--- config.mk ---
export PLATFORM = sky130hd
export DESIGN_NAME = pause_frame_gen
export DESIGN_NICKNAME = d
export VERILOG_FILES = /design/src/rtl/pause_gen_pkg.sv /design/src/rtl/pause_class_tracker.sv /design/src/rtl/pause_frame_builder.sv /design/src/rtl/pause_byte_streamer.sv /design/src/rtl/pause_frame_gen.sv
export SDC_FILE = /design/constraint.sdc
export NUM_CORES = 1
export LEC_CHECK = 0
export BUFFER_PORTS_ARGS = -buffer_cell sky130_fd_sc_hd__buf_4
export CORE_ASPECT_RATIO = 0.7
export CORE_MARGIN = 2
export CORE_UTILIZATION = 40
export CTS_CLUSTER_SIZE = 24
export DETAILED_ROUTE_END_ITERATION = 8
export SLEW_MARGIN = 20
export SYNTH_ARGS = -nofsm -noshare
export SYNTH_HDL_FRONTEND = slang
export SYNTH_SLANG_ARGS = --single-unit
export TNS_END_PERCENT = 50
--- constraint.sdc ---
create_clock -name clk_i -period 2.47 [get_ports clk_i]
set_input_delay 0.3705 -clock clk_i [delete_from_list [all_inputs] [get_ports clk_i]]
set_output_delay 0.3705 -clock clk_i [all_outputs]
set_load 0.05 [all_outputs]
--- src/rtl/pause_gen_pkg.sv ---
package pause_gen_pkg;
  localparam int FRAME_BYTES = 60;
  localparam int QUANTA_W    = 16;
  localparam int MAX_CLASSES = 8;
  localparam int BODY_BYTES  = 2 + 2 * MAX_CLASSES;
  localparam int IDX_W       = $clog2(FRAME_BYTES);

  localparam logic [47:0] CTRL_DST_MAC = 48'h0180C2000001;
  localparam logic [15:0] CTRL_ETYPE   = 16'h8808;
  localparam logic [15:0] OPC_LINK     = 16'h0001;
  localparam logic [15:0] OPC_PRIO     = 16'h0101;

  typedef logic [FRAME_BYTES-1:0][7:0] frame_t;
endpackage

--- src/rtl/pause_class_tracker.sv ---
module pause_class_tracker #(
  parameter int CNT_W = 16
) (
  input  logic             clk_i,
  input  logic             rst_ni,
  input  logic             req_i,
  input  logic             grab_i,
  input  logic             tick_i,
  input  logic [CNT_W-1:0] holdoff_i,
  input  logic             retx_en_i,
  output logic             pend_o,
  output logic             level_o
);
  logic             lvl_q, pend_q, arm_q;
  logic [CNT_W-1:0] cnt_q;
  logic             edge_ev, expire;

  assign edge_ev = req_i ^ lvl_q;
  assign expire  = arm_q & (cnt_q == '0) & lvl_q & retx_en_i;

  always_ff @(posedge clk_i or negedge rst_ni) begin
    if (!rst_ni) begin
      lvl_q  <= 1'b0;
      pend_q <= 1'b0;
    end else begin
      lvl_q  <= req_i;
      pend_q <= (pend_q & ~grab_i) | edge_ev | expire;
    end
  end

  // hold-off: armed when an XOFF leaves, cancelled by a drop or disable
  always_ff @(posedge clk_i or negedge rst_ni) begin
    if (!rst_ni) begin
      arm_q <= 1'b0;
      cnt_q <= '0;
    end else if (grab_i && lvl_q && retx_en_i) begin
      arm_q <= 1'b1;
      cnt_q <= holdoff_i;
    end else if (expire || !lvl_q || !retx_en_i) begin
      arm_q <= 1'b0;
    end else if (arm_q && tick_i && cnt_q != '0) begin
      cnt_q <= cnt_q - 1'b1;
    end
  end

  assign pend_o  = pend_q;
  assign level_o = lvl_q;


  hold_cnt_chk: assert property (@(posedge clk_i) disable iff (!rst_ni)
    (arm_q && !tick_i && !grab_i) |=> $stable(cnt_q));


  idle_quiet_chk: assert property (@(posedge clk_i) disable iff (!rst_ni)
    (!req_i && !lvl_q && !pend_q) |=> !pend_q);
endmodule

--- src/rtl/pause_frame_builder.sv ---
module pause_frame_builder
  import pause_gen_pkg::*;
#(
  parameter int NUM_CLASSES = 8
) (
  input  logic [NUM_CLASSES-1:0]          class_vec_i,
  input  logic [NUM_CLASSES-1:0]          level_i,
  input  logic [NUM_CLASSES*QUANTA_W-1:0] quanta_i,
  input  logic [15:0]                     src_hi_i,
  input  logic [31:0]                     src_lo_i,
  output frame_t                          frame_o
);
  logic [BODY_BYTES-1:0][7:0] body;
  logic [15:0]                opcode;
  logic [47:0]                src;

  assign src = {src_hi_i, src_lo_i};

  if (NUM_CLASSES == 1) begin : g_link
    logic [15:0] q;
    assign opcode = OPC_LINK;
    assign q      = level_i[0] ? quanta_i[15:0] : 16'h0000;
    always_comb begin
      body    = '0;
      body[0] = q[15:8];
      body[1] = q[7:0];
    end
  end else begin : g_prio
    logic [15:0] vec16;
    assign opcode = OPC_PRIO;
    always_comb begin
      vec16                   = '0;
      vec16[NUM_CLASSES-1:0]  = class_vec_i;
      body                    = '0;
      body[0]                 = vec16[15:8];
      body[1]                 = vec16[7:0];
      for (int k = 0; k < NUM_CLASSES; k++) begin
        if (class_vec_i[k] && level_i[k]) begin
          body[2+2*k] = quanta_i[k*QUANTA_W+8 +: 8];
          body[3+2*k] = quanta_i[k*QUANTA_W   +: 8];
        end
      end
    end
  end

  always_comb begin
    frame_o = '0;
    for (int i = 0; i < 6; i++) begin
      frame_o[i]   = CTRL_DST_MAC[47-8*i -: 8];
      frame_o[6+i] = src[47-8*i -: 8];
    end
    frame_o[12] = CTRL_ETYPE[15:8];
    frame_o[13] = CTRL_ETYPE[7:0];
    frame_o[14] = opcode[15:8];
    frame_o[15] = opcode[7:0];
    for (int b = 0; b < BODY_BYTES; b++) frame_o[16+b] = body[b];
  end
endmodule

--- src/rtl/pause_byte_streamer.sv ---
module pause_byte_streamer
  import pause_gen_pkg::*;
(
  input  logic       clk_i,
  input  logic       rst_ni,
  input  logic       load_i,
  input  frame_t     frame_i,
  output logic       busy_o,
  output logic       valid_o,
  output logic [7:0] data_o,
  output logic       last_o
);
  localparam logic [IDX_W-1:0] LAST_IDX = IDX_W'(FRAME_BYTES - 1);

  frame_t           frame_q;
  logic [IDX_W-1:0] idx_q;
  logic             busy_q;

  always_ff @(posedge clk_i or negedge rst_ni) begin
    if (!rst_ni) begin
      frame_q <= '0;
      idx_q   <= '0;
      busy_q  <= 1'b0;
    end else if (load_i && !busy_q) begin
      frame_q <= frame_i;
      idx_q   <= '0;
      busy_q  <= 1'b1;
    end else if (busy_q) begin
      if (idx_q == LAST_IDX) busy_q <= 1'b0;
      else                   idx_q  <= idx_q + 1'b1;
    end
  end

  assign busy_o  = busy_q;
  assign valid_o = busy_q;
  assign data_o  = frame_q[idx_q];
  assign last_o  = busy_q && (idx_q == LAST_IDX);


  end_after_last_chk: assert property (@(posedge clk_i) disable iff (!rst_ni)
    last_o |=> !valid_o);


  fall_on_last_chk: assert property (@(posedge clk_i) disable iff (!rst_ni)
    $fell(valid_o) |-> $past(last_o));
endmodule

--- src/rtl/pause_frame_gen.sv ---
module pause_frame_gen
  import pause_gen_pkg::*;
#(
  parameter int NUM_CLASSES = 8
) (
  input  logic                            clk_i,
  input  logic                            rst_ni,
  input  logic [NUM_CLASSES-1:0]          pin_req_i,
  input  logic [NUM_CLASSES-1:0]          reg_req_i,
  input  logic [NUM_CLASSES-1:0]          reg_en_i,
  input  logic [NUM_CLASSES*QUANTA_W-1:0] xoff_quanta_i,
  input  logic [QUANTA_W-1:0]             holdoff_i,
  input  logic                            retx_en_i,
  input  logic [31:0]                     src_addr_lo_i,
  input  logic [15:0]                     src_addr_hi_i,
  input  logic                            quantum_tick_i,
  output logic                            tx_req_o,
  input  logic                            tx_grant_i,
  output logic                            frame_valid_o,
  output logic [7:0]                      frame_data_o,
  output logic                            frame_last_o
);
  logic [NUM_CLASSES-1:0] eff_req, pend_vec, level_vec, grab_vec;
  logic                   busy, accept;
  frame_t                 frame_next;

  assign eff_req  = pin_req_i | (reg_req_i & reg_en_i);
  assign tx_req_o = !busy && (|pend_vec);
  assign accept   = tx_req_o && tx_grant_i;
  assign grab_vec = {NUM_CLASSES{accept}} & pend_vec;

  for (genvar k = 0; k < NUM_CLASSES; k++) begin : g_cls
    pause_class_tracker #(.CNT_W(QUANTA_W)) i_trk (
      .clk_i     (clk_i),
      .rst_ni    (rst_ni),
      .req_i     (eff_req[k]),
      .grab_i    (grab_vec[k]),
      .tick_i    (quantum_tick_i),
      .holdoff_i (holdoff_i),
      .retx_en_i (retx_en_i),
      .pend_o    (pend_vec[k]),
      .level_o   (level_vec[k])
    );
  end

  pause_frame_builder #(.NUM_CLASSES(NUM_CLASSES)) i_build (
    .class_vec_i (pend_vec),
    .level_i     (level_vec),
    .quanta_i    (xoff_quanta_i),
    .src_hi_i    (src_addr_hi_i),
    .src_lo_i    (src_addr_lo_i),
    .frame_o     (frame_next)
  );

  pause_byte_streamer i_stream (
    .clk_i   (clk_i),
    .rst_ni  (rst_ni),
    .load_i  (accept),
    .frame_i (frame_next),
    .busy_o  (busy),
    .valid_o (frame_valid_o),
    .data_o  (frame_data_o),
    .last_o  (frame_last_o)
  );


  no_req_in_frame_chk: assert property (@(posedge clk_i) disable iff (!rst_ni)
    frame_valid_o |-> !tx_req_o);


  start_after_grant_chk: assert property (@(posedge clk_i) disable iff (!rst_ni)
    (tx_req_o && tx_grant_i) |=> (frame_valid_o && frame_data_o == 8'h01));


  no_start_unasked_chk: assert property (@(posedge clk_i) disable iff (!rst_ni)
    $rose(frame_valid_o) |-> $past(tx_req_o && tx_grant_i));


  last_valid_chk: assert property (@(posedge clk_i) disable iff (!rst_ni)
    frame_last_o |-> frame_valid_o);
endmodule

[Word level (Yosys, flattened, before mapping)]
Cells that the tools add are included.
Storage, ports and cells
  flip-flop bits (word level): 346
  bits in latches: 0
  bits in writable memories: 0
  ROM bits: 0
  output and inout bits: 11
  word-level logic and storage cells: 316
  memories: 0
Operators by class
  add/subtract/negate cells: 9
  multipliers: 0
  divide/modulo/power cells: 0
  $lt $le $gt $ge: 1
  eq/ne operators: 10
  shift-type cells: 0
  muxes and demuxes: 56
  bitwise operators: 67
  reductions and logical operators: 113
Operators by type and width (number)
  2-to-1 mux 16 bit: 32
  zero test 16 bit: 8
  nonzero test 16 bit: 8
  subtractor 16 x 1 -> 16 bit, second input constant: 8
  binary-select mux 8 bit (select 6 bit): 1
  logical AND 1 bit: 44
  nonzero test 2 bit: 17
  AND 1 bit: 32
  2-to-1 mux 1 bit: 19
  2-to-1 mux 6 bit: 3
  != test 2 x 1 -> 1 bit, second input constant: 9
  AND reduction 2 bit: 9
  AND 8 bit: 2
  logical OR 1 bit: 16
  OR 1 bit: 16
  zero test 1 bit: 10
  2-to-1 mux 8 bit: 1
  inverter 1 bit: 8
  OR 8 bit: 1
  OR reduction 8 bit: 1
  bitwise XOR 1 bit: 8
  < comparator 6 x 7 -> 1 bit, second input constant: 1
  adder 6 x 1 -> 6 bit, second input constant: 1
  equality test 6 bit, second input constant: 1

[Depth between registers and ports, before layout]
  depth in word-level cells: 8
  mapped depth: 9
  depth with buffers taken out: 8

[Modules after synthesis]
Synthesis repeated with hierarchy kept, for this count alone.
Second synthesis, totals
  cell total of the unflattened synthesis: 3959
  area total of the unflattened synthesis: 35406.5 µm²
Modules (own cells, without submodules)
  pause_byte_streamer: times used 1, cells each 2376, area each 22011.1 µm², sequential area each 12186.7 µm²
  pause_class_tracker: times used 8, cells each 133, area each 1198.6 µm², sequential area each 475.5 µm²
  pause_frame_builder: times used 1, cells each 498, area each 3661.0 µm², sequential area each 0.0 µm²
  pause_frame_gen: times used 1, cells each 21, area each 145.1 µm², sequential area each 0.0 µm²

[Least setup slack after synthesis]
Ideal clock, no wire load.
  path type: register -> output
  from: register i_stream.idx_q[1]
  to: output port frame_data_o[7]
  arrival time: 2764 ps
  required time: 2099 ps
  slack: -664 ps
  cell stages (with the launch flop): 8
  buffers on the path: 3
  cells stage by stage: dfrtp_1 clkbuf_1 clkbuf_1 buf_2 mux4_2 nand3_1 o311a_1 o32ai_1
On the way
  word-level cells in the longest chain between the ends: 2
RTL lines
  start, declared: line pause_byte_streamer.sv:16  | logic [IDX_W-1:0] idx_q;
  start signal, assigned: line pause_byte_streamer.sv:30  | else idx_q <= idx_q + 1'b1;
  binary-select mux 8 bit (select 6 bit): line pause_byte_streamer.sv:36  | assign data_o = frame_q[idx_q];
  2-to-1 mux 8 bit (not written as such): line pause_byte_streamer.sv:36
  end, declared: line pause_frame_gen.sv:20  | output logic [7:0] frame_data_o,
No other way between the ends. The select of a mux whose other input is x is not followed.

[Worst setup path in the final report]
  from: register i_stream.idx_q[0]
  to: output port frame_data_o[6]
Same word-level chain as after synthesis.

==> impl_metrics.env <==
export IMPL_ys_seq_elements=344
export IMPL_start_util_pct=40.3
export IMPL_clk_pin_slew_ns=0.07
export IMPL_hpwl_um=38400
export IMPL_hold_viol=0
export IMPL_cts_root_buf="clkbuf_16"
export IMPL_yosys_area_top_type_share_pct=49.1
export IMPL_final_min_clock_period_ns=2.95
export IMPL_fin_tns_setup_ns=-3.57
export IMPL_coreArea_um2=43500
export IMPL_layout_nets=2447
export IMPL_path_cells="buf_4, mux2_2, a21oi_1, o211ai_1, a211oi_2, buf_4, o32ai_4, buf_6"
export IMPL_nFillCells=4012
export IMPL_dp_cells=2750
export IMPL_netlist_cell_type_count=64
export IMPL_async_reset_ff_share_pct=100
export IMPL_cts_tree="yes"
export IMPL_hold_start="src_addr_hi_i[4]"
export IMPL_skew_ns=0.0226
export IMPL_synth_warnings=0
export IMPL_die_h_um=179
export IMPL_drive_gt1_share_pct=22.2
export IMPL_netlist_area_um2=17500
export IMPL_crit_top_cell="buf_4"
export IMPL_path_buf_inv=3
export IMPL_timing_rr_end="g_cls[4].i_trk.cnt_q[9]$_DFFE_PN0P_"
export IMPL_ys_flop_type="dfrtp_1"
export IMPL_yosys_top_cells_area="dfrtp_1 49%, nand2_1 11%, xnor2_1 4.4%, nand3_1 4.4%, nor2_1 4.0%"
export IMPL_worst_hold_path_type="input port to flop"
export IMPL_numCtsBuffers=37
export IMPL_finalCritPeriodShare_pct=119
export IMPL_area_growth_pct=24.8
export IMPL_cpPeakStageDelay_ns=0.48
export IMPL_die_area_um2=45600
export IMPL_avgSynthCellArea_um2=8.92
export IMPL_clockBufferDepth=3
export IMPL_final_common_cell="nand2_1"
export IMPL_yosysSeqAreaShare_pct=49.1
export IMPL_drc=0
export IMPL_setup_viol_count_final=9
export IMPL_final_cell_area_um2=21900
export IMPL_numClockSinks=344
export IMPL_crit_arrival_ns=2.58
export IMPL_fin_util_pct=50.4
export IMPL_grt_pass1_wl_um=82700
export IMPL_wire_per_inst_um=18.8
export IMPL_grt_ovfl_total=0
export IMPL_cp_top_family="compound AO/OA/AOI/OAI gates"
export IMPL_grt_antenna_before_repair=6
export IMPL_dr_pass1_iters=6
export IMPL_p_leak_nw=10.9
export IMPL_power_w=0.0117
export IMPL_num_io_pins=232
export IMPL_syn_num_nets=2204
export IMPL_final_cell_mix="492 x nand2_1, 341 x dfrtp_1, 303 x buf_4"
export IMPL_maxSlewHeadroom_pct=50.2
export IMPL_crit_slowest_cell="dfrtp_4"
export IMPL_rows=64
export IMPL_crit_path_start_kind="flop"
export IMPL_ant_nets=0
export IMPL_place_area_um2=20400
export IMPL_grt_usage_pct=23.4
export IMPL_endpoint_kind="output port"
export IMPL_violations="setup timing"
export IMPL_grt_pass1_vias=14419
export IMPL_worstReg2RegStart="g_cls[4].i_trk.cnt_q[12]$_DFFE_PN0P_"
export IMPL_holdPathEnd="i_stream.frame_q[60]$_DFFE_PN0N_"
export IMPL_rr_worst_depth=6
export IMPL_dieWidth_um=254
export IMPL_rsz0062_at_grt="true"
export IMPL_grt_max_degree=100
export IMPL_drv_max_cap_violation_count=0
export IMPL_via_count=15074
export IMPL_yosysTopAreaCell="dfrtp_1"
export IMPL_critPathMaxFanout=5
export IMPL_min_path_cells=3
export IMPL_required_ns=2.10
export IMPL_clk_latency_ns=0.53
export IMPL_htreeDepth=2
export IMPL_crit_type="flop to output port"
export IMPL_drt_iter0_drc=1253
export IMPL_maxSlewViolCount=0
export IMPL_synth_edf_count=0
export IMPL_fin_cells=2834
export IMPL_wirelength_um=53300
export IMPL_syn_inst=1966
export IMPL_setup_ws_ns=-0.477
export IMPL_io_buffer_count=231
export IMPL_max_freq_mhz=339
export IMPL_vias_per_cell=5.32
export IMPL_p_per_area_nw_per_um2=534
export IMPL_outcome="finished with violations"
export IMPL_r2r_setup_slack_ns=0.14
export IMPL_ir_drop_uv=399
export IMPL_worst_pin_slew_ns=0.746
export IMPL_gp_congestion=0.925
## sequential cells by signal, summed over array words and instances, names as in the netlist
name / cells
g_cls.i_trk.pend_o: 8
i_stream.idx_q: 6
g_cls.i_trk.level_o: 8
g_cls.i_trk.arm_q: 8
i_stream.frame_q: 185
g_cls.i_trk.cnt_q: 128
i_stream.busy_o: 1
## worst max-delay path by stage
stage / slack [ns] / to / startpoint / cells past startpoint
floorplan: -0.09 / frame_data_o[0] / i_stream.idx_q[1]$_DFFE_PN0P_ / 6
global placement: -0.14 / frame_data_o[2] / i_stream.idx_q[0]$_DFFE_PN0P_ / 7
detailed placement: -0.15 / frame_data_o[6] / i_stream.idx_q[0]$_DFFE_PN0P_ / 7
CTS: -0.51 / frame_data_o[1] / i_stream.idx_q[0]$_DFFE_PN0P_ / 8
global route: -0.53 / frame_data_o[3] / i_stream.idx_q[0]$_DFFE_PN0P_ / 7
finish: -0.48 / frame_data_o[6] / i_stream.idx_q[0]$_DFFE_PN0P_ / 8
## synthesized netlist by cell type, types with 6 or more instances
cell type	instances
a21o_1	8
a21oi_1	123
a221oi_1	9
a31oi_1	16
and2_1	11
and3_1	7
and4_1	7
buf_1	21
buf_2	11
buf_4	14
clkbuf_1	79
dfrtp_1	344
ha_1	17
inv_1	20
mux2_2	25
mux2i_1	19
mux4_2	23
nand2_1	493
nand2b_1	10
nand3_1	154
nand3b_1	9
nand4_1	11
nor2_1	189
nor3_1	50
nor3b_1	7
nor4_1	21
o211ai_1	8
o21a_1	6
o21ai_0	41
or3_1	16
or4_1	9
xnor2_1	89
xor2_1	28
## kinds of logic (layout without fill, tap and decap cells)
logic type / Yosys count / after routing / synth area share, %
simple gates: 1026 / 1026 / 26.2
xor+xnor: 117 / 117 / 5.84
fa+ha+maj: 17 / 17 / 1.21
compound gates: 250 / 250 / 8.50
mux: 67 / 67 / 5.64
buf+inv: 145 / 414 / 3.48
flops: 344 / 344 / 49.1
other cells: 0 / 5 / 0
## cell type report
class / count / area, um^2 / area share, %
Tap cell: 594 / 743 / 3.39
Timing Repair Buffer: 329 / 2710 / 12.4
Clock buffer: 53 / 1070 / 4.87
Antenna cell: 5 / 12.5 / 0.0571
Clock inverter: 12 / 103 / 0.469
Inverter: 20 / 75.1 / 0.343
Sequential cell: 344 / 8610 / 39.3
Multi-Input combinational cell: 1477 / 8570 / 39.1
## where the power goes
group	total, W	internal, W	switching, W
clock	0.00544	0.00312	0.00232
sequential	0.00565	0.00564	0.00000975
combinational	0.000598	0.000264	0.000334
total	0.0117	0.00903	0.00266
## what timing repair did
item,CTS,global route
pin swaps,6,4
hold endpoints to repair,44,0
resized for setup,29,23
hold buffers,1,0
setup buffers,8,5
setup endpoints to repair,9,10
## per-stage QoR
step	hold slack, ns	worst slack (ns)
after floorplan	0.0749	-0.0870
after global placement	0.225	-0.145
after detailed placement	0.220	-0.146
after CTS	0.0123	-0.515
after global routing	0.0282	-0.534
final	0.0335	-0.477
## tightest hold or removal path, cell delays in order
cell	delay, ns
buf_4	0.08
nand2_1	0.04
nand2_1	0.04
## metal layers
| layer | vias to the layer above | GRT usage [%] | share of wire, % |
|---|---|---|---|
| met3 | 67 | 4.33 | 6.2 |
| met4 | 0 | 5.32 | 1.7 |
| met5 | - | 0 | 0 |
| met2 | 395 | 35.6 | 45 |
| li1 | 7179 | - | - |
| met1 | 7433 | 34.7 | 47 |
(Power assumes the default switching activity.)
